--- config.mk ---
export PLATFORM = sky130hd
export DESIGN_NAME = pkt_ptr_unit
export DESIGN_NICKNAME = d
export VERILOG_FILES = /design/src/rtl/pkt_ptr_pkg.sv /design/src/rtl/ptr_reg_file.sv /design/src/rtl/prefetch_ctl.sv /design/src/rtl/addr_former.sv /design/src/rtl/pkt_ptr_unit.sv
export SDC_FILE = /design/constraint.sdc
export NUM_CORES = 1
export LEC_CHECK = 0
export BUFFER_PORTS_ARGS = -buffer_cell sky130_fd_sc_hd__buf_4
export CELL_PAD_IN_SITES_DETAIL_PLACEMENT = 1
export CELL_PAD_IN_SITES_GLOBAL_PLACEMENT = 1
export CORE_MARGIN = 10
export CORE_UTILIZATION = 33
export DETAILED_ROUTE_END_ITERATION = 7
export PLACE_DENSITY_LB_ADDON = 0.05
export SYNTH_ARGS = -nofsm -noshare
export SYNTH_HDL_FRONTEND = slang
export SYNTH_SLANG_ARGS = --single-unit
--- constraint.sdc ---
create_clock -name clk -period 1.5 [get_ports clk]
set_clock_uncertainty 0.15 [all_clocks]
set_input_delay 0.075 -clock clk [delete_from_list [all_inputs] [get_ports clk]]
set_output_delay 0.075 -clock clk [all_outputs]
set_load 0.05 [all_outputs]
--- src/rtl/pkt_ptr_pkg.sv ---
package pkt_ptr_pkg;
  localparam int PTR_W    = 16;
  localparam int OFF_W    = 11;
  localparam int RCV_BIT  = 15;
  localparam int INC_BIT  = 14;
  localparam int DIR_BIT  = 13;

  typedef enum logic [1:0] {
    SZ_BYTE  = 2'd0,
    SZ_WORD  = 2'd1,
    SZ_DWORD = 2'd2,
    SZ_DWALT = 2'd3
  } acc_size_e;

  function automatic logic [OFF_W-1:0] step_of(input logic [1:0] sz);
    logic [OFF_W-1:0] s;
    case (sz)
      SZ_BYTE: s = OFF_W'(1);
      SZ_WORD: s = OFF_W'(2);
      default: s = OFF_W'(4);
    endcase
    return s;
  endfunction
endpackage

--- src/rtl/ptr_reg_file.sv ---
module ptr_reg_file
  import pkt_ptr_pkg::*;
#(
  parameter int PN_W = 6
) (
  input  logic             clk,
  input  logic             rst_n,
  input  logic             ptr_wr,
  input  logic             wr_rcv,
  input  logic             wr_inc,
  input  logic             wr_dir,
  input  logic [OFF_W-1:0] wr_off,
  input  logic             pnr_wr,
  input  logic [PN_W-1:0]  pnr_wdata,
  input  logic             adv,
  input  logic [1:0]       adv_size,
  output logic             rcv_q,
  output logic             inc_q,
  output logic             dir_q,
  output logic [OFF_W-1:0] off_q,
  output logic [PN_W-1:0]  pnr_q
);
  logic             rcv_d, inc_d, dir_d;
  logic [OFF_W-1:0] off_d;
  logic [PN_W-1:0]  pnr_d;

  always_comb begin
    rcv_d = rcv_q;
    inc_d = inc_q;
    dir_d = dir_q;
    off_d = off_q;
    if (ptr_wr) begin
      rcv_d = wr_rcv;
      inc_d = wr_inc;
      dir_d = wr_dir;
      off_d = wr_off;
    end else if (adv) begin
      off_d = off_q + step_of(adv_size);
    end
    pnr_d = pnr_wr ? pnr_wdata : pnr_q;
  end

  always_ff @(posedge clk or negedge rst_n) begin
    if (!rst_n) begin
      rcv_q <= 1'b0;
      inc_q <= 1'b0;
      dir_q <= 1'b0;
      off_q <= '0;
      pnr_q <= '0;
    end else begin
      rcv_q <= rcv_d;
      inc_q <= inc_d;
      dir_q <= dir_d;
      off_q <= off_d;
      pnr_q <= pnr_d;
    end
  end
endmodule

--- src/rtl/prefetch_ctl.sv ---
module prefetch_ctl #(
  parameter int PREFETCH_CYC = 3
) (
  input  logic clk,
  input  logic rst_n,
  input  logic ptr_wr,
  input  logic wr_dir,
  output logic ready
);
  localparam int CW = $clog2(PREFETCH_CYC + 2);

  logic [CW-1:0] cnt_q, cnt_d;

  always_comb begin
    cnt_d = cnt_q;
    if (ptr_wr)             cnt_d = wr_dir ? CW'(PREFETCH_CYC) : '0;
    else if (cnt_q != '0)   cnt_d = cnt_q - 1'b1;
  end

  always_ff @(posedge clk or negedge rst_n) begin
    if (!rst_n) cnt_q <= '0;
    else        cnt_q <= cnt_d;
  end

  assign ready = (cnt_q == '0);
endmodule

--- src/rtl/addr_former.sv ---
module addr_former
  import pkt_ptr_pkg::*;
#(
  parameter int PN_W = 6
) (
  input  logic                  rcv,
  input  logic [PN_W-1:0]       rxq_head,
  input  logic [PN_W-1:0]       pnr,
  input  logic [OFF_W-1:0]      off,
  output logic [PN_W+OFF_W-1:0] addr
);
  logic [PN_W-1:0] pkt;
  assign pkt  = rcv ? rxq_head : pnr;
  assign addr = {pkt, off};
endmodule

--- src/rtl/pkt_ptr_unit.sv ---
module pkt_ptr_unit
  import pkt_ptr_pkg::*;
#(
  parameter int PN_W         = 6,
  parameter int PREFETCH_CYC = 3,
  localparam int ADDR_W      = PN_W + OFF_W
) (
  input  logic              clk,
  input  logic              rst_n,
  input  logic              ptr_wr,
  input  logic [PTR_W-1:0]  ptr_wdata,
  input  logic              pnr_wr,
  input  logic [PN_W-1:0]   pnr_wdata,
  input  logic [PN_W-1:0]   rxq_head,
  input  logic              acc_valid,
  input  logic [1:0]        acc_size,
  output logic [ADDR_W-1:0] ram_addr,
  output logic              acc_is_read,
  output logic              rd_ready,
  output logic [PTR_W-1:0]  ptr_rdata
);
  localparam int RSVD_W = DIR_BIT - OFF_W;

  logic rst_meta, rst_q;
  always_ff @(posedge clk or negedge rst_n) begin
    if (!rst_n) begin
      rst_meta <= 1'b0;
      rst_q    <= 1'b0;
    end else begin
      rst_meta <= 1'b1;
      rst_q    <= rst_meta;
    end
  end

  logic             rcv_q, inc_q, dir_q;
  logic [OFF_W-1:0] off_q;
  logic [PN_W-1:0]  pnr_q;
  logic             adv;
  logic             unused_rsvd;

  assign unused_rsvd = ^ptr_wdata[DIR_BIT-1:OFF_W];
  assign adv = acc_valid & rd_ready & inc_q & ~ptr_wr;

  ptr_reg_file #(.PN_W(PN_W)) u_regs (
    .clk(clk), .rst_n(rst_q),
    .ptr_wr(ptr_wr),
    .wr_rcv(ptr_wdata[RCV_BIT]), .wr_inc(ptr_wdata[INC_BIT]),
    .wr_dir(ptr_wdata[DIR_BIT]), .wr_off(ptr_wdata[OFF_W-1:0]),
    .pnr_wr(pnr_wr), .pnr_wdata(pnr_wdata),
    .adv(adv), .adv_size(acc_size),
    .rcv_q(rcv_q), .inc_q(inc_q), .dir_q(dir_q), .off_q(off_q), .pnr_q(pnr_q)
  );

  prefetch_ctl #(.PREFETCH_CYC(PREFETCH_CYC)) u_pf (
    .clk(clk), .rst_n(rst_q), .ptr_wr(ptr_wr),
    .wr_dir(ptr_wdata[DIR_BIT]), .ready(rd_ready)
  );

  addr_former #(.PN_W(PN_W)) u_addr (
    .rcv(rcv_q), .rxq_head(rxq_head), .pnr(pnr_q), .off(off_q), .addr(ram_addr)
  );

  assign acc_is_read = dir_q;
  assign ptr_rdata   = {rcv_q, inc_q, dir_q, {RSVD_W{1'b0}}, off_q};
endmodule

==> impl_results.md, run 1 <==
* PD cells at 1080 nW/um^2
* Status: complete, but fails checks
* Clock Latency Late Sink at roughly 0.27 ns
* RSZ-0062 raised after global routing: true
* Max_cap viols at 0
* Total number of vias at 1387
* First-pass detailed-route iteration total at 2
* Share of cells above drive strength 1 at 52.8%
* Mux share of post-synthesis cell area at a little under an eighth
* Simple-Gate Fraction of Synth Area at 12.9%
* Finish-stage setup viols at 17
* Yosys Warn Count at 0
* Total CTS buffers at 3
* Power consumption at 0.00268 W
* Critical Path Start: u_regs.off_q[0]
* Fin Setup TNS at -3.00 ns
* Fin Hold WS at between 0.008 and 0.009 ns
* Global placer's final weighted congestion at 0.761
* Crit path required time at 1.55 ns
* Post-DP Area at 2130 um^2
* Initial antenna violation count at 0
* Crit Path Max Fanout at 2
* H-tree lvl count at 1
* R2R Path Start: u_regs.off_q[0]
* Routed len/inst at 16.1 um
* Hold Path Class: register to asynchronous set/reset pin
* Largest net degree at the start of global routing at 24
* Detailed-route DRC error count at 0
* Flop-to-flop setup slack at -0.39 ns
* FP Rows at 24
* Peak Freq at 529 MHz
* Leakage power at approximately 1.2 nW
* Global-route wire length before repair at 7.89 mm
* CP Class: register to register
* CTS tree: built
* Antenna cells at 0
* Sequential area share after synthesis at 42.7%
* Clock buffer depth at 2
* Die ar. at 7500 um^2
* Syn Inst Count at 145
* I/O pin count at 70
* Initial DRC Count at 34
* Adder-Cell Fraction of Synth Area at 5.64%
* Die H at 86.6 um
* Vias in the first global route at 1588
* CP endpoint: u_regs.off_q[10]
* Worst Slack Setup Final at -0.390 ns
* CP arrival at between 1.5 and 2 ns
* DR vias/cell at ~4.7
* Peak supply drop at 0.629 mV
* Nets at approximately 290
* Largest family of logic cells by synthesized area: simple AND/OR/NAND/NOR gates
* I/O Buffers at 65
* Cell area after layout at 2480 um^2
* Netlist Area Pre-Place at 1470 um^2
* Core region area at 4320 um^2
* Grt total ovfl at 0
* Seq cells post-synth at 25
* Post-Route WL at around 4.8 mm
* CTS root buffer: clkbuf_8
* Area growth syn-to-layout at 69.4%
* Total track usage at about an eighth
* Final Cycle Share at 126%
* Clock transition at the registers of the reported paths at 0.09 ns
* Clock sink total at 25
* R2R depth at 7
* Max-slew violations at 0
* Critical path launch point type: register
* Failing checks: setup timing
* Dpl hpwl at 3.68 mm
* Post-placement cell count at 265
* DIE WIDTH at 86.6 um
* Synth Area per Inst at about 10 um^2
* Synth Area in XOR/XNOR at 3.59%
* Initial Util at 33.9%
* Compound-cell area share of the yosys netlist at 10.9%
* Final ANT Viol Nets at 0
* Worst setup EP type: register
* Layout Cells excl Fill at 298
* Yosys cell types at 33
* Reg2reg end: u_regs.off_q[10]
* Endpoints failing hold at 0
* Crit path time final at 1.89 ns
[metrics by stage]
stage	utilization, %	setup WS [ns]
floorplan	-	-0.563
global placement	49.3	-0.355
detailed placement	49.3	-0.415
CTS	56.7	-0.399
global route	57.4	-0.473
finish	57.4	-0.390
[worst min-delay path by stage]
stage | depth (start not counted) | slack, ns | to | startpoint
2_1_floorplan | 0 | -0.37 | rst_meta | rst_n
3_3_place_gp | 1 | -0.29 | rst_q | rst_n
3_5_place_dp | 1 | -0.29 | rst_q | rst_n
4_1_cts | 0 | 0.02 | u_regs.pnr_q[1] | rst_q
5_1_grt | 3 | 0.03 | u_regs.off_q[6] | ptr_wr
6_report | 0 | 0.008 | u_regs.pnr_q[0] | rst_q
[what timing repair did]
| action | 4_1_cts | 5_1_grt |
|---|---|---|
| hold endpoints to repair | 24 | 0 |
| hold buffers | 23 | 0 |
| setup buffers | 3 | 4 |
| pin swaps | 5 | 1 |
| endpoints found under the setup margin | 18 | 19 |
| gates resized for setup | 6 | 5 |
[synthesized netlist by cell type]
library cell | n | area (um^2)
xor2_1 | 4 | 35.0
a211oi_1 | 1 | 7.51
nor2b_1 | 3 | 18.8
xnor2_1 | 2 | 17.5
buf_6 | 1 | 11.3
mux2i_1 | 1 | 10.0
dfrtp_1 | 25 | 626
o21ai_0 | 12 | 60.1
fa_1 | 1 | 20.0
nand2b_1 | 1 | 6.26
a21oi_1 | 5 | 25.0
nand3_4 | 1 | 17.5
or4b_1 | 1 | 10.0
o311ai_1 | 1 | 8.76
o211ai_1 | 2 | 15.0
a22oi_1 | 1 | 7.51
inv_1 | 9 | 33.8
o2111ai_1 | 1 | 8.76
a21oi_4 | 1 | 16.3
conb_1 | 2 | 7.51
and3_2 | 2 | 15.0
ha_1 | 5 | 62.6
nor2_1 | 7 | 26.3
or4_1 | 1 | 7.51
nor3_1 | 1 | 5.00
a311o_2 | 1 | 11.3
nand4_1 | 1 | 6.26
buf_4 | 16 | 120
nand2_1 | 12 | 45.0
and2_1 | 1 | 6.26
clkbuf_1 | 4 | 15.0
nand3_1 | 5 | 25.0
mux2_2 | 14 | 158
[layout by cell type (no fill, tap or decap), drive strengths merged, types with 3 or more instances in the layout]
master       Yosys  layout
a21oi            6       6
buf             17      94
clkbuf           4       4
conb             2       3
dfrtp           25      25
dlygate4sd3      0      23
ha               5       5
inv              9       9
mux2            14      14
nand2           12      12
nand3            6       6
nor2             7       7
nor2b            3       3
o21ai           12      12
xor2             4       4
[layout make-up]
type	instances	area [um^2]
Sequential cell	25	629
Clock buffer	4	45.0
Multi-Input combinational cell	91	734
Timing Repair Buffer	117	975
Inverter	9	33.8
Fill cell	482	1840
Tap cell	52	65.1
[worst max-delay path: stages, from the launching register on]
cell and delay (ns):
dfrtp_2 0.40, ha_4 0.14, inv_2 0.04, fa_2 0.36
nor2b_4 0.12, o211ai_1 0.10, or4_1 0.41, nand3_1 0.10
[flip-flops by register name, indices dropped and copies added (netlist names)]
register,flops
u_regs.dir_q,1
u_regs.inc_q,1
u_regs.rcv_q,1
rst_meta,1
u_regs.pnr_q,6
u_regs.off_q,11
rst_q,1
u_pf.cnt_q,3
[logic make-up after synthesis]
| kind of cell | count (synthesis) |
|---|---|
| and+or+nand+nor | 36 |
| buffers and inverters | 30 |
| AOI/OAI and AO/OA | 25 |
| DFF | 25 |
| muxes | 15 |
| adders and majority gates | 6 |
| xor gates and xnor gates | 6 |
| other | 2 |
[power breakdown]
part	internal [W]	switching (W)	leakage, nW
sequential	0.000766	0.0000751	0.295
combinational	0.000634	0.000801	0.857
clock	0.000190	0.000213	0.0228
[per-layer routing]
layer / GRT usage, % / wire length (um) / vias up
met5: 0 / 0 / -
met4: 3.09 / 40 / 0
met3: 4.32 / 334 / 4
met2: 23.6 / 2620 / 40
met1: 13.2 / 1800 / 666
li1: - / - / 677
No activity file was read; power rests on OpenSTA's default activity.
==> run 2, diff against run 1 <==
Settings changed: CELL_PAD_IN_SITES_GLOBAL_PLACEMENT 1 to 2, CORE_UTILIZATION 33 to 26.
==> impl_results.md, run 2 (synthesis results as in run 1) <==
* CP arrival at 1.94 ns (about the same)
* Leakage power at 1.21 nW (was 1.18 nW)
* Post-Route WL at 4.72 mm (was 4.80 mm)
* Die ar. at 9040 um^2 (was 7500 um^2)
* Critical path cell sequence: ha_4 -> inv_2 -> fa_2 -> nor2b_4 -> o211ai_1 -> or4_1 -> nand3_1 (unchanged)
* Total track usage at 10.7% (was 12.7%)
* Worst Slack Setup Final at -0.378 ns (was -0.390 ns)
* Global-route wire length before repair at 7.82 mm (was 7.89 mm)
* Status: complete, but fails checks (unchanged)
* Clock buffer depth at 2 (unchanged)
* Top reg by flops: u_regs.off_q (unchanged)
* Final Cycle Share at 125% (was 126%)
* Area growth syn-to-layout at 76.9% (was 69.4%)
* Initial Util at 26.8% (was 33.9%)
* Initial antenna violation count at 0 (unchanged)
* I/O Buffers at 65 (unchanged)
* I/O pin count at 70 (unchanged)
* Sw Ratio at 40.8% (was 40.7%)
* DR vias/cell at 4.36 (was 4.65)
* Clock transition at the registers of the reported paths at 0.11 ns (was 0.09 ns)
* Grt total ovfl at 0 (unchanged)
* Vias in the first global route at 1625 (was 1588)
* Failing checks: setup timing (unchanged)
* Global placer's final weighted congestion at 0.720 (was 0.761)
* Flop-to-flop setup slack at -0.38 ns (was -0.39 ns)
* Critical path launch point type: register (unchanged)
* Final ANT Viol Nets at 0 (unchanged)
* RSZ-0062 raised after global routing: true (unchanged)
* PD cells at 1070 nW/um^2 (was 1080 nW/um^2)
* Initial DRC Count at 14 (was 34)
* Routed len/inst at 14.7 um (was 16.1 um)
* Largest net degree at the start of global routing at 23 (was 24)
* Post-placement cell count at 286 (was 265)
* Clk pwr share at 16.0% (was 15.1%)
* Area of the multi-input gates at 767 um^2 (was 734 um^2)
* CP Class: register to register (unchanged)
* Slowest CP cell: or4_1 (unchanged)
* Dpl hpwl at 3.62 mm (was 3.68 mm)
* Clock sink total at 25 (unchanged)
* Clock Latency Late Sink at 0.28 ns (was 0.27 ns)
* First-pass detailed-route iteration total at 3 (was 2)
* CTS root buffer: clkbuf_8 (unchanged)
* Commonest cells after routing, fill and taps aside: 82 x buf_4, 28 x dlygate4sd3_1, 21 x dfrtp_1 (was 87 x buf_4, 23 x dlygate4sd3_1, 22 x dfrtp_1)
* Layout Cells excl Fill at 321 (was 298)
* Finish-stage setup viols at 18 (was 17)
* DIE WIDTH at 95.1 um (was 86.6 um)
* Core region area at 5470 um^2 (was 4320 um^2)
* H-tree lvl count at 1 (unchanged)
* FP Rows at 27 (was 24)
* Pint at 0.00165 W (was 0.00159 W)
* Die H at 95.1 um (was 86.6 um)
* Slowest cell delay on critical path at 0.41 ns (about the same)
* Worst setup EP type: register (unchanged)
* Hold Path Class: register to asynchronous set/reset pin (unchanged)
* Total CTS buffers at 3 (unchanged)
* Max FFs per register at 11 (unchanged)
* Power consumption at 0.00279 W (was 0.00268 W)
* Crit path time final at 1.88 ns (was 1.89 ns)
* Flop pwr share at 30.0% (was 31.4%)
* Nets at 291 (was 288)
* Peak Freq at 532 MHz (was 529 MHz)
* Sequential cell area at 631 um^2 (was 629 um^2)
* Total number of vias at 1398 (was 1387)
* Crit path required time at 1.56 ns (was 1.55 ns)
* NetSw at 0.00114 W (was 0.00109 W)
* Number of fill cells in the layout at 633 (was 482)
* Combinational power share at 54.0% (was 53.6%)
* Detailed-route DRC error count at 0 (unchanged)
* Commonest non-fill, non-tap cell in the layout: buf_4 (unchanged)
* Endpoints failing hold at 0 (unchanged)
* Max_cap viols at 0 (unchanged)
* Share of cells above drive strength 1 at 53.0% (was 52.8%)
* CTS tree: built (unchanged)
* Peak supply drop at 0.596 mV (was 0.629 mV)
* Crit Path Max Fanout at 2 (unchanged)
* Largest regs: u_regs.off_q (11), u_regs.pnr_q (6), u_pf.cnt_q (3) (unchanged)
* Max-slew violations at 0 (unchanged)
* Antenna cells at 0 (unchanged)
## run 2: timing repair
item | 4_1_cts | 5_1_grt
endpoints found under the setup margin | 18 | 21
pin swaps | 2 | 2
hold endpoints to repair | 25 | 0
gates resized for setup | 19 | 5
setup buffers | 3 | 1
hold buffers | 28 | 0
## run 2: critical path, delay by kind of cell, from the launching register on
family / cells / cell delay [ns]
buffers and inverters: 1 / 0.03
AND/OR/NAND/NOR: 3 / 0.63
AO/OA/AOI/OAI: 1 / 0.12
flip-flops: 1 / 0.39
adder cells (fa/ha/maj): 2 / 0.49
## run 2: per-stage QoR
step                instance area (um^2)  hold slack, ns  setup WS, ns  setup TNS [ns]  utilization (%)
floorplan                           1540          -0.371        -0.563           -3.19                -
global placement                    2150          -0.292        -0.372           -2.41             39.3
detailed placement                  2150          -0.290        -0.418           -2.72             39.3
CTS                                 2580          0.0490        -0.391           -2.68             47.1
global route                        2590          0.0788        -0.454           -4.12             47.4
finish                              2590          0.0390        -0.378           -2.51             47.4
## run 2: final timing paths
check	startpoint	end	cells past startpoint
max	u_regs.off_q[0]	u_regs.off_q[10]	7
min	rst_q	u_pf.cnt_q[2]	1
max reg2reg	u_regs.off_q[0]	u_regs.off_q[10]	7
min reg2reg	rst_q	u_pf.cnt_q[2]	1
max in group asynchronous	rst_n	rst_meta	3
min in group clk	acc_valid	u_regs.off_q[9]	5
## run 2: metal layers
| layer | part of all wire [%] | vias up | global-route usage (%) |
|---|---|---|---|
| met4 | 0.49 | 0 | 2.12 |
| met3 | 8.9 | 2 | 4.63 |
| met5 | 0 | - | 0 |
| met1 | 38 | 673 | 11.3 |
| li1 | - | 681 | - |
| met2 | 53 | 42 | 19.4 |
## run 2: cell type report
| class | instances | share of cell area (%) |
|---|---|---|
| clock buffer | 3 | 1.59 |
| clock inverter | 1 | 0.338 |
| inverter | 9 | 1.30 |
| tap | 72 | 3.47 |
| sequential | 25 | 24.3 |
| multi-input combinational | 91 | 29.6 |
| timing repair buffer | 120 | 39.4 |
## run 2: power groups by stage
stage          Combinational (W)  Clock (W)  Sequential, W
2_1_floorplan           0.000753          0       0.000979
3_3_place_gp             0.00124          0       0.000842
3_5_place_dp             0.00127          0       0.000848
4_1_cts                  0.00149   0.000469       0.000836
5_1_grt                  0.00162   0.000493       0.000854
6_report                 0.00151   0.000445       0.000835
